==> src/rtl/tcd_pkg.sv <==
package tcd_pkg;
  localparam int MAX_RATIO = 512;
  localparam int RATIO_W   = $clog2(MAX_RATIO + 1);

  // Division ratio per profile: 0 bus, 1 controller, 2 peripheral
  function automatic logic [RATIO_W-1:0] ratio_of(input int prof, input logic [3:0] code);
    logic [RATIO_W-1:0] r;
    case (prof)
      1:       r = code[3] ? RATIO_W'(MAX_RATIO) : RATIO_W'(1) << code[2:0];
      2:       r = (code > 4'd4) ? RATIO_W'(16) : RATIO_W'(1) << code[2:0];
      default: r = (code < 4'd4) ? RATIO_W'(code) + RATIO_W'(1) : RATIO_W'(4);
    endcase
    return r;
  endfunction
endpackage

==> src/rtl/tcd_rst_sync.sv <==
module tcd_rst_sync (
  input  logic clk_i,
  input  logic rst_ni,
  output logic rst_sync_no
);
  logic [1:0] stage_q;

  always_ff @(posedge clk_i or negedge rst_ni) begin
    if (!rst_ni) stage_q <= 2'b00;
    else         stage_q <= {stage_q[0], 1'b1};
  end

  assign rst_sync_no = stage_q[1];
endmodule

==> src/rtl/tcd_code_reg.sv <==
module tcd_code_reg #(
  parameter int CODE_W = 3
) (
  input  logic              clk_i,
  input  logic              rst_ni,
  input  logic              we_i,
  input  logic [CODE_W-1:0] wdata_i,
  output logic [CODE_W-1:0] code_o
);
  logic [CODE_W-1:0] code_q, code_d;

  always_comb begin
    code_d = code_q;
    if (we_i) code_d = wdata_i;
  end

  always_ff @(posedge clk_i or negedge rst_ni) begin
    if (!rst_ni) code_q <= '0;
    else         code_q <= code_d;
  end

  assign code_o = code_q;
endmodule

==> src/rtl/tcd_ratio_lut.sv <==
module tcd_ratio_lut #(
  parameter int PROFILE = 0,
  parameter int CODE_W  = 3,
  localparam int RW     = tcd_pkg::RATIO_W
) (
  input  logic [CODE_W-1:0] code_i,
  output logic [RW-1:0]     ratio_o
);
  logic [3:0] code_ext;
  assign code_ext = 4'(code_i);

  generate
    if (PROFILE == 1) begin : g_ctrl
      // Powers of two below bit 3, one saturated band above
      always_comb begin
        if (code_ext[3]) ratio_o = RW'(tcd_pkg::MAX_RATIO);
        else             ratio_o = RW'(1) << code_ext[2:0];
      end
    end else if (PROFILE == 2) begin : g_periph
      always_comb begin
        if (code_ext[2] && (code_ext[1:0] != 2'b00)) ratio_o = RW'(16);
        else                                         ratio_o = RW'(1) << code_ext[2:0];
      end
    end else begin : g_bus
      // Linear 1..4, then flat
      always_comb begin
        if (code_ext[2]) ratio_o = RW'(4);
        else             ratio_o = RW'(code_ext[1:0]) + RW'(1);
      end
    end
  endgenerate
endmodule

==> src/rtl/tcd_period_ctr.sv <==
module tcd_period_ctr #(
  localparam int RW = tcd_pkg::RATIO_W
) (
  input  logic          clk_i,
  input  logic          rst_ni,
  input  logic [RW-1:0] ratio_next_i,
  output logic          tick_o,
  output logic [RW-1:0] ratio_o
);
  logic [RW-1:0] cnt_q, cnt_d;
  logic [RW-1:0] ratio_q, ratio_d;
  logic          last;

  always_comb begin
    last    = (cnt_q == RW'(ratio_q - RW'(1)));
    cnt_d   = last ? '0 : cnt_q + RW'(1);
    ratio_d = last ? ratio_next_i : ratio_q;
  end

  always_ff @(posedge clk_i or negedge rst_ni) begin
    if (!rst_ni) begin
      cnt_q   <= '0;
      ratio_q <= RW'(1);
    end else begin
      cnt_q   <= cnt_d;
      ratio_q <= ratio_d;
    end
  end

  assign tick_o  = last;
  assign ratio_o = ratio_q;
endmodule

==> src/rtl/tbl_clk_div.sv <==
module tbl_clk_div #(
  parameter int  PROFILE = 0,
  parameter int  REG_W   = 8,
  localparam int CODE_W  = (PROFILE == 1) ? 4 : 3,
  localparam int RW      = tcd_pkg::RATIO_W
) (
  input  logic              clk_i,
  input  logic              rst_ni,
  input  logic              cfg_we_i,
  input  logic [CODE_W-1:0] cfg_wdata_i,
  output logic [REG_W-1:0]  cfg_rdata_o,
  output logic              tick_o
);
  logic              rst_sync_n;
  logic [CODE_W-1:0] code_q;
  logic [CODE_W-1:0] lut_code;
  logic [RW-1:0]     ratio_next;
  logic [RW-1:0]     act_ratio;

  tcd_rst_sync u_rst (
    .clk_i       (clk_i),
    .rst_ni      (rst_ni),
    .rst_sync_no (rst_sync_n)
  );

  tcd_code_reg #(.CODE_W(CODE_W)) u_code (
    .clk_i   (clk_i),
    .rst_ni  (rst_sync_n),
    .we_i    (cfg_we_i),
    .wdata_i (cfg_wdata_i),
    .code_o  (code_q)
  );

  // A write in a boundary cycle feeds the lookup directly
  assign lut_code = cfg_we_i ? cfg_wdata_i : code_q;

  tcd_ratio_lut #(.PROFILE(PROFILE), .CODE_W(CODE_W)) u_lut (
    .code_i  (lut_code),
    .ratio_o (ratio_next)
  );

  tcd_period_ctr u_ctr (
    .clk_i        (clk_i),
    .rst_ni       (rst_sync_n),
    .ratio_next_i (ratio_next),
    .tick_o       (tick_o),
    .ratio_o      (act_ratio)
  );

  assign cfg_rdata_o = REG_W'(code_q);
endmodule

==> config.mk <==
export PLATFORM = sky130hd
export DESIGN_NAME = tbl_clk_div
export DESIGN_NICKNAME = d
export VERILOG_FILES = /design/src/rtl/tcd_pkg.sv /design/src/rtl/tcd_rst_sync.sv /design/src/rtl/tcd_code_reg.sv /design/src/rtl/tcd_ratio_lut.sv /design/src/rtl/tcd_period_ctr.sv /design/src/rtl/tbl_clk_div.sv
export SDC_FILE = /design/constraint.sdc
export NUM_CORES = 1
export LEC_CHECK = 0
export BUFFER_PORTS_ARGS = -buffer_cell sky130_fd_sc_hd__buf_2
export CORE_MARGIN = 5
export CORE_UTILIZATION = 48
export CTS_CLUSTER_DIAMETER = 80
export DETAILED_ROUTE_END_ITERATION = 10
export GPL_TIMING_DRIVEN = 0
export HOLD_SLACK_MARGIN = 0.02
export PLACE_DENSITY = 0.7
export SETUP_SLACK_MARGIN = 0.15
export SLEW_MARGIN = 30
export SYNTH_ARGS = -nofsm -noshare
export SYNTH_HDL_FRONTEND = slang
export SYNTH_SLANG_ARGS = --single-unit
==> constraint.sdc <==
create_clock -name clk_i -period 1.6 [get_ports clk_i]
set_input_delay 0.32 -clock clk_i [delete_from_list [all_inputs] [get_ports clk_i]]
set_output_delay 0.32 -clock clk_i [all_outputs]
set_load 0.005 [all_outputs]
# Yosys cells after proc, flatten, opt, wreduce, memory -nomap -nowiden
# Cells that the tools add are included.
[totals]
out_inout_bits = 9
wordCells = 11
input_bits = 6
register_bits = 25
[op_classes]
addsub = 3
eq_ne = 1
muxes = 3
[op_table]
columns = ["cell", "n"]
rows = [
  ["$mux W10", 2],
  ["$add A10 B1 Y10 const B", 1],
  ["$eq A10 B10 Y1", 1],
  ["$sub A10 B1 Y10 const B", 1],
  ["$add A2 B1 Y3 const B", 1],
  ["$mux W3", 1],
]

# Logic depth before layout (Yosys ltp)
# Gate-level depths: netlist (run 1).
[logic_depth]
ltp_word = 3
mapped_depth = 8
depth_no_buf = 7

# By module
# Synthesis (run 1) repeated with hierarchy kept, for this count alone.
[unflattened]
hier_cells = 135
area_unflattened_um2 = 1481.4
[modules_own_cells]
columns = ["mod", "area_per_inst_um2", "cells_per_inst", "seq_area_each_um2", "instances"]
rows = [
  ["tcd_period_ctr", 1158.6, 105, 501.7, 1],
  ["tcd_code_reg", 108.9, 6, 75.1, 1],
  ["tcd_ratio_lut", 85.1, 12, 0.0, 1],
  ["tbl_clk_div", 75.1, 9, 0.0, 1],
  ["tcd_rst_sync", 53.8, 3, 50.0, 1],
]

# Worst setup path before layout (run 1)
# No wires, ideal clock.
[synth_timing]
path_kind = "flip-flop to flip-flop"
from = "reg u_ctr.ratio_q[0], in the netlist u_ctr.ratio_o[0]"
to = "reg u_ctr.ratio_q[1], in the netlist u_ctr.ratio_o[1]"
required_time_ns = 1.472
path_stages_with_launch = 8
setup_time_ns = 0.128
n_path_buf = 0
arrival_ns = 1.877
path_slack_ns = -0.404
synth_period_minus_slack_ns = 2.004
path_cell_list = "dfstp_2 inv_1 ha_1 ha_1 nor4_1 nor2_1 nor3_2 mux2_1"
[synth_via]
elab_chain_len = 2
[synth_rtl]
columns = ["element", "line_no", "rtl"]
rows = [
  ["start, declared", "tcd_period_ctr.sv:11", "logic [RW-1:0] ratio_q, ratio_d;"],
  ["start signal, assigned", "tcd_period_ctr.sv:26", "ratio_q <= ratio_d;"],
  ["$sub A10 B1 Y10", "tcd_period_ctr.sv:15", "last = (cnt_q == RW'(ratio_q - RW'(1)));"],
  ["$eq A10 B10 Y1", "tcd_period_ctr.sv:15", ""],
]
# No other way between the ends.
# A chain may end at the register's enable or synchronous reset.

# Final worst setup path (run 1)
[layout_timing]
from = "reg u_ctr.ratio_q[0], in the netlist u_ctr.ratio_o[0]"
to = "out tick_o"
[layout_via]
elab_chain_len = 2
[layout_rtl]
columns = ["element", "line_no", "rtl"]
rows = [
  ["$sub A10 B1 Y10", "tcd_period_ctr.sv:15", ""],
  ["$eq A10 B10 Y1", "tcd_period_ctr.sv:15", ""],
  ["end, declared", "tbl_clk_div.sv:12", "output logic tick_o"],
]
# No other way between the ends.

==> impl_metrics.py, run 1 <==
metrics = {
    "clock_network": {
        "cts_made_buffers": 3,
        "clkSinkCount": 18,
        "clk_latency_ns": 0.30,
        "cts_tree": "done",
        "clk_path_buf_depth": 2,
        "clkTransAtPathRegs_ns": 0.10,
        "cts_root_buf": "clkbuf_4",
        "htree_levels": 1,
    },
    "power": {
        "seqPwrFrac_pct": 37.2,
        "leakagePower_nw": 0.547,
        "ir_worst_vdd_mv": 1.10,
        "clockPowerShare_pct": 13.6,
        "finalPower_mw": 2.11,
        "p_int_mw": 1.31,
        "power_frac_comb_pct": 49.2,
        "power_density_mw_per_mm2": 1770,
        "sw_frac_of_total_pct": 38.0,
        "p_switching_mw": 0.802,
    },
    "place": {
        "dp_slack_ns": -0.494,
        "hpwl_um": 1100,
        "dp_cells": 127,
        "placed_area_mm2": 0.00105,
        "routabilityCongestion": 0.742,
        "io_buffer_count": 9,
    },
    "global_routing": {
        "grt_overflow_total": 0,
        "grt_pass1_wl_um": 2920,
        "grt.total_usage_pct": 14.7,
        "grt_pass1_vias": 669,
        "grt_antenna_before_repair": 0,
        "grt_max_degree": 17,
    },
    "drt": {
        "avgRoutedWirePerCell_um": 12.2,
        "dr.pass1.iters": 4,
        "ant_nets": 0,
        "drt_iter0_drc": 13,
        "routed_wl_um": 1700,
        "vias_per_cell": 4.74,
        "drc": 0,
        "vias": 659,
    },
    "timing": {
        "clock_skew_ns": 0.00136,
        "finalCritPeriodShare_pct": 134,
        "setup_violations": 14,
        "finalHoldViolCount": 0,
        "hold_ws_ns": 0.253,
        "tightest_slew_ns": 0.600,
        "rsz0062_at_grt": "yes",
        "min_period_ns": 2.14,
        "setup_ws_ns": -0.536,
        "setup_tns_ns": -5.73,
        "drv_slew": 0,
        "fmax_mhz": 468,
        "slew_headroom_pct": 60.0,
    },
    "critical_path": {
        "critical_path.max_fanout": 2,
        "arrival_ns": 1.82,
        "cp.required_ns": 1.28,
        "start_kind": "register",
        "r2r_cells": 9,
        "cp-end-kind": "output port",
        "worstSetupPathType": "reg2out",
        "r2r_slack_ns": -0.48,
    },
    "logic_synthesis": {
        "syn_area_um2": 930,
        "yosys.area.top_type": "dfrtp_1",
        "netlist_top_cells_area": "dfrtp_1 46%, nor2_1 5.7%, xnor2_1 5.7%",
        "syn_inst": 87,
        "avgSynthCellArea_um2": 10.7,
        "ys_seq_elements": 18,
        "yosys_warnings": 0,
        "synth_cell_types": 23,
        "ys_seq_area_share_pct": 48.6,
        "synth_top_area_share_pct": 45.8,
    },
    "floorplan": {
        "die_area_mm2": 0.00292,
        "die_x_um": 54.0,
        "initial_utilization_pct": 48.9,
        "rows": 16,
        "die_h_um": 54.0,
        "ios": 15,
        "core_area_mm2": 0.00190,
    },
    "final_layout": {
        "final_nets": 123,
        "diodes": 0,
        "layout.cells.non_filler": 139,
        "final_cell_area_mm2": 0.00120,
        "area_delta_synth_final_pct": 28.7,
        "drive_above_1_share_pct": 38.4,
        "final_util_pct": 62.9,
    },
    "worst_hold_path": {
        "holdCritPathClass": "reg2async",
    },
    "status": {
        "outcome": "complete, but fails checks",
        "violations": "setup timing",
    },
    "run": {
        "drv_cap": 0,
    },
}
## state kept, by name, summed over array words and instances, names as in the netlist
signal and flops:
u_ctr.cnt_q 10, u_rst.stage_q 2, u_code.code_o 3, u_ctr.ratio_o 3
## final timing paths
path	end	startpoint
max	tick_o	u_ctr.ratio_o[0]
min	u_ctr.cnt_q[0]	u_rst.stage_q[1]
max reg2reg	u_ctr.ratio_o[1]	u_ctr.ratio_o[0]
min reg2reg	u_ctr.cnt_q[0]	u_rst.stage_q[1]
max in group asynchronous	u_ctr.cnt_q[5]	u_rst.stage_q[1]
min in group clk_i	u_code.code_o[1]	cfg_wdata_i[1]
## layout make-up
| cell class | instances | area (um2) |
|---|---|---|
| inverters | 6 | 22.5 |
| fillers | 160 | 706 |
| clock buffers | 4 | 36.3 |
| repair buffers | 17 | 119 |
| plain buffers | 6 | 48.8 |
| flip-flops and latches | 18 | 452 |
| well taps | 27 | 33.8 |
| multi-input cells | 61 | 484 |
## metal layers
metal | track usage, % | wire [um]
met1 | 16.8 | 735
met2 | 23.2 | 798
met3 | 3.05 | 99
met4 | 12.9 | 65
met5 | 0 | 0
## placed cells by master (no fill, tap or decap), drive strengths merged
| cell type | instances |
|---|---|
| nor2 | 14 |
| and2b | 1 |
| buf | 22 |
| and3 | 1 |
| inv | 6 |
| nand3 | 5 |
| dfstp | 1 |
| ha | 4 |
| clkbuf | 4 |
| dlygate4sd3 | 1 |
| nor3 | 5 |
| nand4 | 1 |
| nand2 | 1 |
| dfrtp | 17 |
| mux2i | 2 |
| nor4 | 3 |
| xor2 | 5 |
| xnor2 | 6 |
| conb | 6 |
| and4 | 2 |
| mux2 | 5 |
## power by group through the flow
stage | clock network (mW) | registers (mW) | logic, mW
finish | 0.286 | 0.785 | 1.04
global route | 0.312 | 0.812 | 1.15
CTS | 0.294 | 0.776 | 0.986
detailed placement | 0 | 0.790 | 0.717
global placement | 0 | 0.785 | 0.701
floorplan | 0 | 0.751 | 0.613
## logic make-up (layout without fill, tap and decap cells)
| group | Yosys count | in the layout | synth area share (%) |
|---|---|---|---|
| adders and majority gates | 4 | 4 | 5.38 |
| and+or+nand+nor | 33 | 33 | 19.0 |
| buffers and inverters | 12 | 33 | 7.67 |
| muxes | 7 | 7 | 8.21 |
| DFF | 18 | 18 | 48.6 |
| other | 2 | 6 | 0.808 |
| xor gates and xnor gates | 11 | 11 | 10.4 |
## synth_stat cells (all sizes together)
| cell type | number |
|---|---|
| dfrtp | 17 |
| nor2 | 14 |
| buf | 6 |
| inv | 6 |
| xnor2 | 6 |
| mux2 | 5 |
| nand3 | 5 |
| nor3 | 5 |
| xor2 | 5 |
| ha | 4 |
| nor4 | 3 |
| and4 | 2 |
| conb | 2 |
| mux2i | 2 |
| and2b | 1 |
| and3 | 1 |
| dfstp | 1 |
| nand2 | 1 |
| nand4 | 1 |
## timing repair
action	in CTS	in global routing
gates cloned	1	0
pin swaps	4	1
hold buffers	1	0
setup endpoints to repair	14	14
hold endpoints to repair	2	0
resized for setup	10	1
buffers inserted	5	1
## critical path: stages (launching register included)
cell and delay [ns]:
dfstp_2 0.56, inv_2 0.04, ha_4 0.15, ha_4 0.26, xor2_2 0.14, nand3_2 0.10
nor3_2 0.12, buf_2 0.13
Note: power is estimated with default switching activity, not from simulation.
==> run 2, diff against run 1 <==
--- a/config.mk
+++ b/config.mk
@@ -10,7 +10,7 @@
 export CORE_UTILIZATION = 48
 export CTS_CLUSTER_DIAMETER = 80
 export DETAILED_ROUTE_END_ITERATION = 10
-export GPL_TIMING_DRIVEN = 0
+export GPL_TIMING_DRIVEN = 1
 export HOLD_SLACK_MARGIN = 0.02
 export PLACE_DENSITY = 0.7
 export SETUP_SLACK_MARGIN = 0.15
==> run 2 against run 1 <==
  * The run still ends with setup timing left
  * Maximum frequency down 5.7%
  * Design area decreased by 1.7%
  * Via count down 0.30%
  * Sequential cell count stayed put
  * Non-clock buffer count increased by 2
  * Wire length is 3.8% lower
  * Worst hold slack better by 0.0053 ns
  * Critical endpoint unchanged
  * Largest cell class unchanged
  * Highest routed layer unchanged
==> impl_metrics.py, run 2 (synthesized netlist as in run 1, its figures left out) <==
metrics = {
    "timing": {
        "slew_headroom_pct": 58.8,
        "clock_skew_ns": 0.00262,
        "drv_slew": 0,
        "setup_violations": 14,
        "finalCritPeriodShare_pct": 142,
        "rsz0062_at_grt": "yes",
        "min_period_ns": 2.27,
        "tightest_slew_ns": 0.618,
        "fmax_mhz": 441,
        "setup_tns_ns": -7.24,
        "setup_ws_ns": -0.665,
        "finalHoldViolCount": 0,
    },
    "critical_path": {
        "slowest_stage": "dfstp_2",
        "crit_chain": "inv_2 > ha_4 > ha_4 > xor2_1 > nand3_1 > buf_4 > nor3_4 > buf_2",
        "cp-end-kind": "output port",
        "cp.required_ns": 1.28,
        "worstSetupPathType": "reg2out",
        "slowest_delay_ns": 0.55,
        "critPathTopFamily": "flip-flops",
        "start_kind": "register",
        "crit_path_frequent_cell": "ha_4",
        "arrival_ns": 1.95,
        "path_buf_inv": 3,
        "critical_path.max_fanout": 2,
    },
    "final_layout": {
        "final_nets": 125,
        "final_common_cell": "dfrtp_1",
        "most-common-layout-cells": "17 x dfrtp_1, 15 x buf_4, 14 x nor2_1, 9 x buf_2",
        "final_util_pct": 61.8,
        "drive_above_1_share_pct": 36.0,
        "top_register": "u_ctr.cnt_q",
        "largest_reg_flops": 10,
        "area_delta_synth_final_pct": 26.5,
        "diodes": 0,
    },
    "place": {
        "io_buffer_count": 9,
        "routabilityCongestion": 0.719,
        "hpwl_um": 1240,
    },
    "run": {
        "drv_cap": 0,
    },
    "status": {
        "outcome": "complete, but fails checks",
        "violations": "setup timing",
    },
    "worst_hold_path": {
        "holdCritPathClass": "reg2async",
    },
    "global_routing": {
        "grt_pass1_wl_um": 2750,
        "grt_antenna_before_repair": 0,
        "grt_overflow_total": 0,
        "grt.total_usage_pct": 13.5,
        "grt_pass1_vias": 656,
        "grt_max_degree": 17,
    },
    "power": {
        "power_density_mw_per_mm2": 1790,
        "ir_worst_vdd_mv": 0.998,
        "leakagePower_nw": 0.545,
    },
    "clock_network": {
        "cts_root_buf": "clkbuf_4",
        "clk_path_buf_depth": 2,
        "cts_made_buffers": 3,
        "htree_levels": 1,
        "clkTransAtPathRegs_ns": 0.10,
        "clkSinkCount": 18,
        "clk_latency_ns": 0.29,
        "cts_tree": "done",
    },
    "drt": {
        "ant_nets": 0,
        "vias": 657,
        "vias_per_cell": 4.66,
        "routed_wl_um": 1630,
        "dr.pass1.iters": 5,
        "drt_iter0_drc": 10,
        "avgRoutedWirePerCell_um": 11.6,
        "drc": 0,
    },
    "floorplan": {
        "ios": 15,
        "initial_utilization_pct": 48.9,
        "rows": 16,
        "die_h_um": 54.0,
        "die_area_mm2": 0.00292,
        "die_x_um": 54.0,
        "core_area_mm2": 0.00190,
    },
}
## run 2: cell types whose count changed in the layout (fill, tap and decap cells not counted), sizes merged
cell  previous run  this run
buf             22        24
## run 2: worst reg2reg max path, stage by stage, from the launching register on
cell and delay (ns):
dfstp_2 0.55, inv_2 0.05, ha_4 0.16, ha_4 0.25, xor2_1 0.14, nand3_1 0.10, buf_4 0.15, nor3_2 0.30
buf_4 0.18, and2b_2 0.20
## run 2: repair_timing
action,in CTS,in global routing
endpoints found under the setup margin,14,14
hold endpoints to repair,2,0
hold buffers,1,0
gates resized for setup,1,2
buffers inserted,1,0
## run 2: final timing paths
check,cells past startpoint,endpoint,startpoint,slack (ns)
max,8,tick_o,u_ctr.ratio_o[0],-0.67
max in group asynchronous,0,u_ctr.ratio_o[2],u_rst.stage_q[1],0.95
min reg2reg,0,u_ctr.cnt_q[2],u_rst.stage_q[1],0.26
min,0,u_ctr.cnt_q[2],u_rst.stage_q[1],0.26
max reg2reg,9,u_ctr.cnt_q[1],u_ctr.ratio_o[0],-0.57
min in group clk_i,2,u_code.code_o[1],cfg_wdata_i[1],0.28
## run 2: cell type report
| cell class | count | area, um2 |
|---|---|---|
| sequential | 18 | 452 |
| multi-input combinational | 61 | 464 |
| tap | 27 | 33.8 |
| fill | 170 | 726 |
| clock buffer | 4 | 36.3 |
| timing repair buffer | 25 | 168 |
| inverter | 6 | 22.5 |
## run 2: report_power, final
group | internal (mW) | switching [mW]
combinational | 0.597 | 0.515
clock | 0.139 | 0.142
sequential | 0.603 | 0.106
## run 2: routing by layer
metal | share of wire [%] | track usage (%) | vias up
li1 | - | - | 330
met1 | 45 | 16.0 | 312
met2 | 49 | 23.0 | 11
met3 | 3.9 | 2.49 | 4
met4 | 2.1 | 7.47 | 0
met5 | 0 | 0 | -
## run 2: through the flow
step / hold slack, ns / power, mW / cells / cell area (um2) / worst slack [ns]
final: 0.258 / 2.10 / 141 / 1180 / -0.665
after global routing: 0.280 / 2.25 / 141 / 1180 / -0.711
after CTS: 0.279 / 2.06 / 141 / 1160 / -0.648
after detailed placement: 0.106 / 1.71 / 135 / 1100 / -0.428
after global placement: 0.105 / 1.68 / 135 / 1100 / -0.415
after floorplan: 0.0244 / 1.36 / 91 / 970 / -0.351
==> run 3, diff against run 2 <==
--- a/config.mk
+++ b/config.mk
@@ -13,7 +13,6 @@
 export GPL_TIMING_DRIVEN = 1
 export HOLD_SLACK_MARGIN = 0.02
 export PLACE_DENSITY = 0.7
-export SETUP_SLACK_MARGIN = 0.15
 export SLEW_MARGIN = 30
 export SYNTH_ARGS = -nofsm -noshare
 export SYNTH_HDL_FRONTEND = slang
==> run 3 against run 2 <==
  * The flow still finishes with violations (setup timing)
  * Combinational power about the same
  * Global-route usage stayed put
  * Sequential power about the same
  * Clock power is essentially flat
  * Largest power group unchanged
==> impl_metrics.py, run 3 (synthesized netlist as in run 1, its figures left out) <==
metrics = {
    "clock_network": {
        "cts_made_buffers": 3,
        "clk_path_buf_depth": 2,
        "cts_tree": "done",
        "cts_root_buf": "clkbuf_4",
        "htree_levels": 1,
        "clkSinkCount": 18,
        "clk_latency_ns": 0.29,
        "clkTransAtPathRegs_ns": 0.10,
    },
    "drt": {
        "drt_iter0_drc": 10,
        "vias_per_cell": 4.66,
        "drc": 0,
        "avgRoutedWirePerCell_um": 11.6,
        "vias": 657,
        "ant_nets": 0,
        "routed_wl_um": 1630,
        "dr.pass1.iters": 5,
    },
    "power": {
        "finalPower_mw": 2.10,
        "leakagePower_nw": 0.545,
        "ir_worst_vdd_mv": 0.998,
        "power_density_mw_per_mm2": 1790,
    },
    "floorplan": {
        "ios": 15,
        "initial_utilization_pct": 48.9,
        "rows": 16,
        "die_x_um": 54.0,
        "die_h_um": 54.0,
        "die_area_mm2": 0.00292,
        "core_area_mm2": 0.00190,
    },
    "final_layout": {
        "area_delta_synth_final_pct": 26.5,
        "drive_above_1_share_pct": 36.0,
        "final_common_cell": "dfrtp_1",
        "nFillCells": 170,
        "diodes": 0,
        "final_nets": 125,
        "layout.cells.non_filler": 141,
        "top_register": "u_ctr.cnt_q",
        "most-common-layout-cells": "17 x dfrtp_1, 15 x buf_4, 14 x nor2_1, 9 x buf_2",
        "largest_reg_flops": 10,
    },
    "timing": {
        "clock_skew_ns": 0.00262,
        "finalHoldViolCount": 0,
        "drv_slew": 0,
        "setup_violations": 14,
        "tightest_slew_ns": 0.618,
        "rsz0062_at_grt": "yes",
        "slew_headroom_pct": 58.8,
        "setup_ws_ns": -0.665,
        "hold_ws_ns": 0.258,
        "min_period_ns": 2.27,
        "fmax_mhz": 441,
        "finalCritPeriodShare_pct": 142,
    },
    "place": {
        "hpwl_um": 1240,
        "dp_cells": 135,
        "io_buffer_count": 9,
        "routabilityCongestion": 0.719,
    },
    "global_routing": {
        "grt.total_usage_pct": 13.5,
        "grt_pass1_wl_um": 2750,
        "grt_overflow_total": 0,
        "grt_pass1_vias": 654,
        "grt_max_degree": 17,
        "grt_antenna_before_repair": 0,
    },
    "critical_path": {
        "critical_path.max_fanout": 2,
        "r2r_cells": 9,
        "worstSetupPathType": "reg2out",
        "start_kind": "register",
        "cp-end-kind": "output port",
        "arrival_ns": 1.95,
        "cp.required_ns": 1.28,
    },
    "status": {
        "violations": "setup timing",
        "outcome": "complete, but fails checks",
    },
    "run": {
        "drv_cap": 0,
    },
    "worst_hold_path": {
        "holdCritPathClass": "reg2async",
    },
}
[run 3: cell counts in the layout (fill, tap and decap cells not counted)]
Identical to the previous run, type by type.
[run 3: worst paths after layout]
check	from	end	slack (ns)
setup / recovery	u_ctr.ratio_o[0]	tick_o	-0.67
hold / removal	u_rst.stage_q[1]	u_ctr.cnt_q[2]	0.26
setup reg to reg	u_ctr.ratio_o[0]	u_ctr.cnt_q[1]	-0.57
hold reg to reg	u_rst.stage_q[1]	u_ctr.cnt_q[2]	0.26
max in group asynchronous	u_rst.stage_q[1]	u_ctr.ratio_o[2]	0.95
min in group clk_i	cfg_wdata_i[1]	u_code.code_o[1]	0.28
[run 3: stage by stage]
stage / cell area, um2 / setup TNS, ns / utilization [%] / setup slack, ns
after floorplan: 970 / -3.25 / - / -0.351
after global placement: 1100 / -4.98 / 58.1 / -0.415
after detailed placement: 1100 / -5.09 / 58.1 / -0.428
after CTS: 1160 / -7.16 / 61.2 / -0.648
after global routing: 1180 / -7.82 / 61.8 / -0.711
final: 1180 / -7.24 / 61.8 / -0.665
[run 3: routing by layer]
metal  global-route usage, %  up-vias  wire [um]
met5                       0        -          0
met4                    7.47        0         34
met3                    2.49        4         63
met2                    23.0       11        800
met1                    16.0      312        736
li1                        -      330          -
[run 3: critical path: stages, from the launching register on]
cell and delay [ns]:
dfstp_2 0.55, inv_2 0.05, ha_4 0.16, ha_4 0.25, xor2_1 0.14, nand3_1 0.10, buf_4 0.15, nor3_4 0.11
buf_2 0.13
[run 3: where the power goes]
group	internal, mW	switching [mW]	total, mW
registers	0.603	0.106	0.709
clock network	0.139	0.142	0.281
logic	0.597	0.515	1.11
[run 3: final cells by class]
| cell class | count | area, um2 | area share, % |
|---|---|---|---|
| multi-input cells | 61 | 464 | 39.5 |
| flip-flops and latches | 18 | 452 | 38.4 |
| repair buffers | 25 | 168 | 14.3 |
| clock buffers | 4 | 36.3 | 3.09 |
| well taps | 27 | 33.8 | 2.87 |
| inverters | 6 | 22.5 | 1.91 |
[run 3: what timing repair did]
item / 4_1_cts / 5_1_grt
endpoints found under the hold margin: 2 / 0
hold buffers: 1 / 0
buffers inserted: 1 / 0
pin swaps: 0 / 0
gates resized for setup: 1 / 2
endpoints found under the setup margin: 14 / 14
